[config.mk]
export PLATFORM = sky130hd
export DESIGN_NAME = iter_write_engine
export DESIGN_NICKNAME = d
export VERILOG_FILES = /design/src/rtl/iwe_pkg.sv /design/src/rtl/iwe_seq.sv /design/src/rtl/iwe_mask.sv /design/src/rtl/iwe_stats.sv /design/src/rtl/iter_write_engine.sv
export SDC_FILE = /design/constraint.sdc
export NUM_CORES = 1
export LEC_CHECK = 0
export BUFFER_PORTS_ARGS = -buffer_cell sky130_fd_sc_hd__clkbuf_2
export CAP_MARGIN = 40
export CORE_MARGIN = 2
export CORE_UTILIZATION = 48
export DETAILED_ROUTE_END_ITERATION = 7
export PLACE_DENSITY = 0.8
export SYNTH_ARGS = -nofsm -noshare
export SYNTH_HDL_FRONTEND = slang
export SYNTH_SLANG_ARGS = --single-unit
[constraint.sdc]
create_clock -name clk -period 2.3 [get_ports clk]
set_input_delay 0.23 -clock clk [delete_from_list [all_inputs] [get_ports clk]]
set_output_delay 0.23 -clock clk [all_outputs]
set_load 0.05 [all_outputs]
[src/rtl/iwe_pkg.sv]
package iwe_pkg;

  typedef enum logic [1:0] {
    ST_IDLE   = 2'd0,
    ST_PULSE  = 2'd1,
    ST_VERIFY = 2'd2,
    ST_YIELD  = 2'd3
  } iwe_state_t;

  // A read may take the bank only from a non-forced write.
  function automatic logic read_wins(input logic pend, input logic forced);
    return pend & ~forced;
  endfunction

endpackage

[src/rtl/iwe_seq.sv]
module iwe_seq
  import iwe_pkg::*;
#(
  parameter int unsigned PULSE_CYC = 3,
  localparam int unsigned PC_W = (PULSE_CYC > 1) ? $clog2(PULSE_CYC) : 1
) (
  input  logic       clk,
  input  logic       rst_n,
  input  logic       start,
  input  logic       forced,
  input  logic       mcancel_en,
  input  logic       rd_pend,
  input  logic       resume,
  input  logic       vfy_valid,
  input  logic       line_ok,
  input  logic       iter_last,
  output iwe_state_t state,
  output logic       pulse_fire,
  output logic       ev_iter,
  output logic       ev_cancel,
  output logic       ev_pause,
  output logic       ev_finish,
  output logic       ev_fail
);

  localparam logic [PC_W-1:0] PC_LAST = PC_W'(PULSE_CYC - 1);

  iwe_state_t      state_d;
  logic [PC_W-1:0] pcnt, pcnt_d;
  logic            forced_q;
  logic            intr;

  always_comb begin
    intr       = read_wins(rd_pend, forced_q);
    ev_iter    = (state == ST_VERIFY) & vfy_valid;
    ev_finish  = ev_iter & (line_ok | iter_last);
    ev_fail    = ev_iter & ~line_ok & iter_last;
    ev_pause   = ev_iter & ~ev_finish & intr;
    ev_cancel  = mcancel_en & intr &
                 ((state == ST_PULSE) | ((state == ST_VERIFY) & ~vfy_valid));
    pulse_fire = (state == ST_PULSE) && (pcnt == '0);

    state_d = state;
    pcnt_d  = pcnt;
    case (state)
      ST_IDLE: begin
        if (start) begin
          state_d = ST_PULSE;
          pcnt_d  = '0;
        end
      end
      ST_PULSE: begin
        if (ev_cancel)              state_d = ST_YIELD;
        else if (pcnt == PC_LAST)   state_d = ST_VERIFY;
        else                        pcnt_d  = pcnt + 1'b1;
      end
      ST_VERIFY: begin
        if (ev_finish) begin
          state_d = ST_IDLE;
        end else if (ev_iter) begin
          state_d = ev_pause ? ST_YIELD : ST_PULSE;
          pcnt_d  = '0;
        end else if (ev_cancel) begin
          state_d = ST_YIELD;
        end
      end
      ST_YIELD: begin
        if (resume) begin
          state_d = ST_PULSE;
          pcnt_d  = '0;
        end
      end
      default: state_d = ST_IDLE;
    endcase
  end

  always_ff @(posedge clk or negedge rst_n) begin
    if (!rst_n) begin
      state    <= ST_IDLE;
      pcnt     <= '0;
      forced_q <= 1'b0;
    end else begin
      state <= state_d;
      pcnt  <= pcnt_d;
      if (start && state == ST_IDLE) forced_q <= forced;
    end
  end

endmodule

[src/rtl/iwe_mask.sv]
module iwe_mask #(
  parameter int unsigned CELLS = 8
) (
  input  logic             clk,
  input  logic             rst_n,
  input  logic             start,
  input  logic             ev_iter,
  input  logic [CELLS-1:0] vfy_pass,
  output logic [CELLS-1:0] prog_mask,
  output logic             line_ok
);

  logic [CELLS-1:0] passed_q;

  // Cells that have passed stay passed for the rest of the write.
  function automatic logic [CELLS-1:0] merge_pass(input logic [CELLS-1:0] held,
                                                  input logic [CELLS-1:0] fresh);
    return held | fresh;
  endfunction

  assign prog_mask = ~passed_q;
  assign line_ok   = &merge_pass(passed_q, vfy_pass);

  always_ff @(posedge clk or negedge rst_n) begin
    if (!rst_n)       passed_q <= '0;
    else if (start)   passed_q <= '0;
    else if (ev_iter) passed_q <= merge_pass(passed_q, vfy_pass);
  end

endmodule

[src/rtl/iwe_stats.sv]
module iwe_stats #(
  parameter int unsigned MAX_ITER = 12,
  parameter int unsigned ITER_W   = 4,
  parameter int unsigned REDO_W   = 8
) (
  input  logic              clk,
  input  logic              rst_n,
  input  logic              start,
  input  logic              ev_iter,
  input  logic              ev_cancel,
  output logic [ITER_W-1:0] iter_count,
  output logic [REDO_W-1:0] redo_count,
  output logic              iter_last
);

  function automatic logic [REDO_W-1:0] sat_inc(input logic [REDO_W-1:0] v);
    return (&v) ? v : v + 1'b1;
  endfunction

  assign iter_last = (iter_count == ITER_W'(MAX_ITER - 1));

  always_ff @(posedge clk or negedge rst_n) begin
    if (!rst_n) begin
      iter_count <= '0;
      redo_count <= '0;
    end else if (start) begin
      iter_count <= '0;
      redo_count <= '0;
    end else begin
      if (ev_iter)   iter_count <= iter_count + 1'b1;
      if (ev_cancel) redo_count <= sat_inc(redo_count);
    end
  end

endmodule

[src/rtl/iter_write_engine.sv]
module iter_write_engine
  import iwe_pkg::*;
#(
  parameter int unsigned CELLS         = 8,
  parameter int unsigned BITS_PER_CELL = 3,
  parameter int unsigned ADDR_W        = 10,
  parameter int unsigned MAX_ITER      = 12,
  parameter int unsigned PULSE_CYC     = 3,
  parameter int unsigned REDO_W        = 8,
  localparam int unsigned DATA_W       = CELLS * BITS_PER_CELL,
  localparam int unsigned ITER_W       = $clog2(MAX_ITER + 1)
) (
  input  logic              clk,
  input  logic              rst_n,
  input  logic              wr_valid,
  output logic              wr_ready,
  input  logic [ADDR_W-1:0] wr_addr,
  input  logic [DATA_W-1:0] wr_data,
  input  logic              wr_forced,
  input  logic              mcancel_en,
  input  logic              rd_pend,
  output logic              bank_yield,
  input  logic              bank_resume,
  output logic              prog_pulse,
  output logic [ADDR_W-1:0] prog_addr,
  output logic [DATA_W-1:0] prog_data,
  output logic [CELLS-1:0]  prog_mask,
  output logic              vfy_req,
  input  logic              vfy_valid,
  input  logic [CELLS-1:0]  vfy_pass,
  output logic              busy,
  output logic              wr_done,
  output logic              wr_fail,
  output logic [ITER_W-1:0] iter_count,
  output logic [REDO_W-1:0] redo_count
);

  iwe_state_t state;
  logic start;
  logic line_ok, iter_last;
  logic ev_iter, ev_cancel, ev_pause, ev_finish, ev_fail;

  assign wr_ready   = (state == ST_IDLE);
  assign busy       = ~wr_ready;
  assign start      = wr_valid & wr_ready;
  assign bank_yield = (state == ST_YIELD);
  assign vfy_req    = (state == ST_VERIFY);

  iwe_seq #(.PULSE_CYC(PULSE_CYC)) seq_i (
    .clk        (clk),
    .rst_n      (rst_n),
    .start      (start),
    .forced     (wr_forced),
    .mcancel_en (mcancel_en),
    .rd_pend    (rd_pend),
    .resume     (bank_resume),
    .vfy_valid  (vfy_valid),
    .line_ok    (line_ok),
    .iter_last  (iter_last),
    .state      (state),
    .pulse_fire (prog_pulse),
    .ev_iter    (ev_iter),
    .ev_cancel  (ev_cancel),
    .ev_pause   (ev_pause),
    .ev_finish  (ev_finish),
    .ev_fail    (ev_fail)
  );

  iwe_mask #(.CELLS(CELLS)) mask_i (
    .clk       (clk),
    .rst_n     (rst_n),
    .start     (start),
    .ev_iter   (ev_iter),
    .vfy_pass  (vfy_pass),
    .prog_mask (prog_mask),
    .line_ok   (line_ok)
  );

  iwe_stats #(.MAX_ITER(MAX_ITER), .ITER_W(ITER_W), .REDO_W(REDO_W)) stats_i (
    .clk        (clk),
    .rst_n      (rst_n),
    .start      (start),
    .ev_iter    (ev_iter),
    .ev_cancel  (ev_cancel),
    .iter_count (iter_count),
    .redo_count (redo_count),
    .iter_last  (iter_last)
  );

  always_ff @(posedge clk or negedge rst_n) begin
    if (!rst_n) begin
      prog_addr <= '0;
      prog_data <= '0;
      wr_done   <= 1'b0;
      wr_fail   <= 1'b0;
    end else begin
      if (start) begin
        prog_addr <= wr_addr;
        prog_data <= wr_data;
      end
      wr_done <= ev_finish;
      wr_fail <= ev_fail;
    end
  end

endmodule

==> out/results.ini <==
[global_routing]
grt.total_usage_pct = 19.81
grt_pass1_wl_um = 9708
grt_pass1_vias = 2172
grt-ovfl-total = 0
antenna_found_initial = 0
grt_max_degree = 56

[finish]
register_area_um2 = 1526
fillers = 423
drive_gt1_share_pct = 50.43
antenna_cells = 0
final_common_cell = clkbuf_2
mostFrequentLayoutCells = clkbuf_2 (110), dfrtp_1 (61), mux2_2 (35)
num-nets-final = 400
areaGrowthSynthToFinish_pct = 33.67
multi_input_area_um2 = 1104

[yosys]
syn_nets = 281
synthArstFlopShare_pct = 100.0
synth_cells = 223
yosysSeqAreaShare_pct = 55.96
yosysWarnings = 0
synth_area_per_cell_um2 = 12.23
synthTopCellsByArea = dfrtp_1 (56%), mux2_2 (14%), ha_1 (3.7%)
syn_area_um2 = 2728
synth_top_area_share_pct = 55.96
synth_cell_types = 36
synth-edff-count = 0
yosys_register_bits = 61
yosysTopAreaCell = dfrtp_1
ys.flop_type = dfrtp_1

[critical_path]
cp-end-kind = flop
ff2ff_path_depth = 7
start_kind = flop
path_class = reg -> reg
required_ns = 2.53
worst-path-max-fanout = 4
arrival_ns = 2.05

[clock_tree]
clock-root-buffer = clkbuf_8
numClockSinks = 61
cts_buffers = 9
clockBufferDepth = 2
insertion_delay_ns = 0.33
htreeDepth = 3
clkTransAtPathRegs_ns = 0.07
cts_tree = done

[sta]
min_period_ns = 1.821
finalSetupTns_ns = 0
setup_violations = 0
finalMaxSlewViolations = 0
fin_skew_ns = 0.01063
hold_ws_ns = 0.1218
worst_slew_pin_slew_ns = 0.3642
rsz0062_at_grt = false
fmax_mhz = 549.1
hold_viol = 0
slew-limit-headroom_pct = 75.52
setup_slack_ns = 0.4787
min_period_over_period_pct = 79.19

[status]
status = complete, no violations

[die]
rows = 27
start_util_pct = 49.53
fp.dieArea_um2 = 6301
core_area_um2 = 5507
die_w_um = 79.38
io-pin-count = 111
die_y_um = 79.38

[routing]
firstDrtPassIters = 4
vias_per_cell = 5.007
avgRoutedWirePerCell_um = 13.80
routed_wl_um = 5781
drt_iter0_drc = 56
vias = 2098
drtAntennaViolNets = 0
drc = 0

[pwr]
seqPwrFrac_pct = 29.2
cellPowerDensity_nw_per_um2 = 1654
peakVddDrop_uv = 1035
p_switching_mw = 2.850
p_int_mw = 3.183
p_leak_nw = 1.853
clock_power_share_pct = 20.1
total_power_mw = 6.032
swShare_pct = 47.24
comb_power_share_pct = 50.7

[placement]
dp_hpwl_um = 4264
numPortBuffers = 110
pre_cts_ws_ns = 0.5321
gp_congestion = 0.8875

[min_path]
hold_class = in -> reg
hold_path_depth = 2

[run]
max-cap-violations = 0

## power by group through the flow
stage          registers (mW)  clock network [mW]  logic, mW
2_1_floorplan            2.96                   0       1.18
3_3_place_gp             1.75                   0       3.02
3_5_place_dp             1.78                   0       3.07
4_1_cts                  1.77                1.22       3.08
5_1_grt                  1.82                1.27       3.24
6_report                 1.76                1.21       3.06
## worst max-delay path, cell delays in order, from the launching register on
cell	delay [ns]
dfrtp_1	0.41
inv_1	0.08
ha_1	0.23
inv_1	0.09
a2bb2oi_1	0.30
a21boi_1	0.29
mux2i_1	0.11
a41o_1	0.21
## logic make-up after synthesis
group / count (synthesis) / synth area share [%]
XOR/XNOR: 9 / 2.890
adder cells (fa/ha/maj): 8 / 3.670
AO/OA/AOI/OAI: 23 / 5.596
flip-flops: 61 / 55.96
multiplexers: 41 / 16.65
AND/OR/NAND/NOR: 57 / 11.61
buffers and inverters: 24 / 3.624
## synth_stat cells, drive strengths merged, types with 4 or more instances
| master | instances |
|---|---|
| nand3 | 4 |
| o22ai | 4 |
| nand2 | 10 |
| mux2 | 35 |
| nor2 | 24 |
| xnor2 | 7 |
| ha | 8 |
| mux2i | 6 |
| a21oi | 11 |
| dfrtp | 61 |
| inv | 17 |
| buf | 7 |
## metal layers
metal	GRT usage [%]	vias to the layer above	part of all wire, %
met4	8.103	0	2.1
met1	24.35	1015	43
met5	0	-	0
met2	32.12	72	48
li1	-	997	-
met3	6.674	14	7.2
## metrics by stage
| stage | std cells | utilization (%) | area [µm²] |
|---|---|---|---|
| 6_report | 419 | 66.21 | 3646 |
| 5_1_grt | 419 | 66.21 | 3646 |
| 4_1_cts | 419 | 66.21 | 3646 |
| 3_5_place_dp | 402 | 61.33 | 3377 |
| 3_3_place_gp | 402 | 61.33 | 3377 |
| 2_1_floorplan | 223 | - | 2728 |
## repair_timing
action                    4_1_cts  5_1_grt
gates resized for setup         0        0
hold endpoints to repair       11        0
buffers inserted                0        0
hold buffers                    1        0
## sequential cells by signal, indices dropped and copies added, names as in the netlist
register	flops
wr_fail	1
seq_i.state	2
stats_i.redo_count	8
wr_done	1
mask_i.passed_q	8
stats_i.iter_count	4
seq_i.pcnt	2
prog_addr	10
prog_data	24
seq_i.forced_q	1
## final timing paths
kind | to | start | slack [ns]
hold / removal | seq_i.forced_q$_DFFE_PN0P_ | wr_forced | 0.12
max in group asynchronous | prog_addr[4]$_DFFE_PN0P_ | rst_n | 1.27
setup reg to reg | seq_i.state[1]$_DFFE_PN0P_ | seq_i.state[0]$_DFFE_PN0P_ | 0.48
hold reg to reg | prog_data[8]$_DFFE_PN0P_ | prog_data[8]$_DFFE_PN0P_ | 0.51
min in group asynchronous | prog_data[13]$_DFFE_PN0P_ | rst_n | 0.33
setup / recovery | seq_i.state[1]$_DFFE_PN0P_ | seq_i.state[0]$_DFFE_PN0P_ | 0.48
## final cells by class
class | count | area share [%]
Sequential cell | 61 | 41.87
Inverter | 17 | 1.750
Clock inverter | 3 | 2.471
Clock buffer | 13 | 4.633
Timing Repair Buffer | 115 | 16.54
Multi-Input combinational cell | 138 | 30.27
Tap cell | 72 | 2.471
Note: power is estimated with default switching activity, not from simulation.
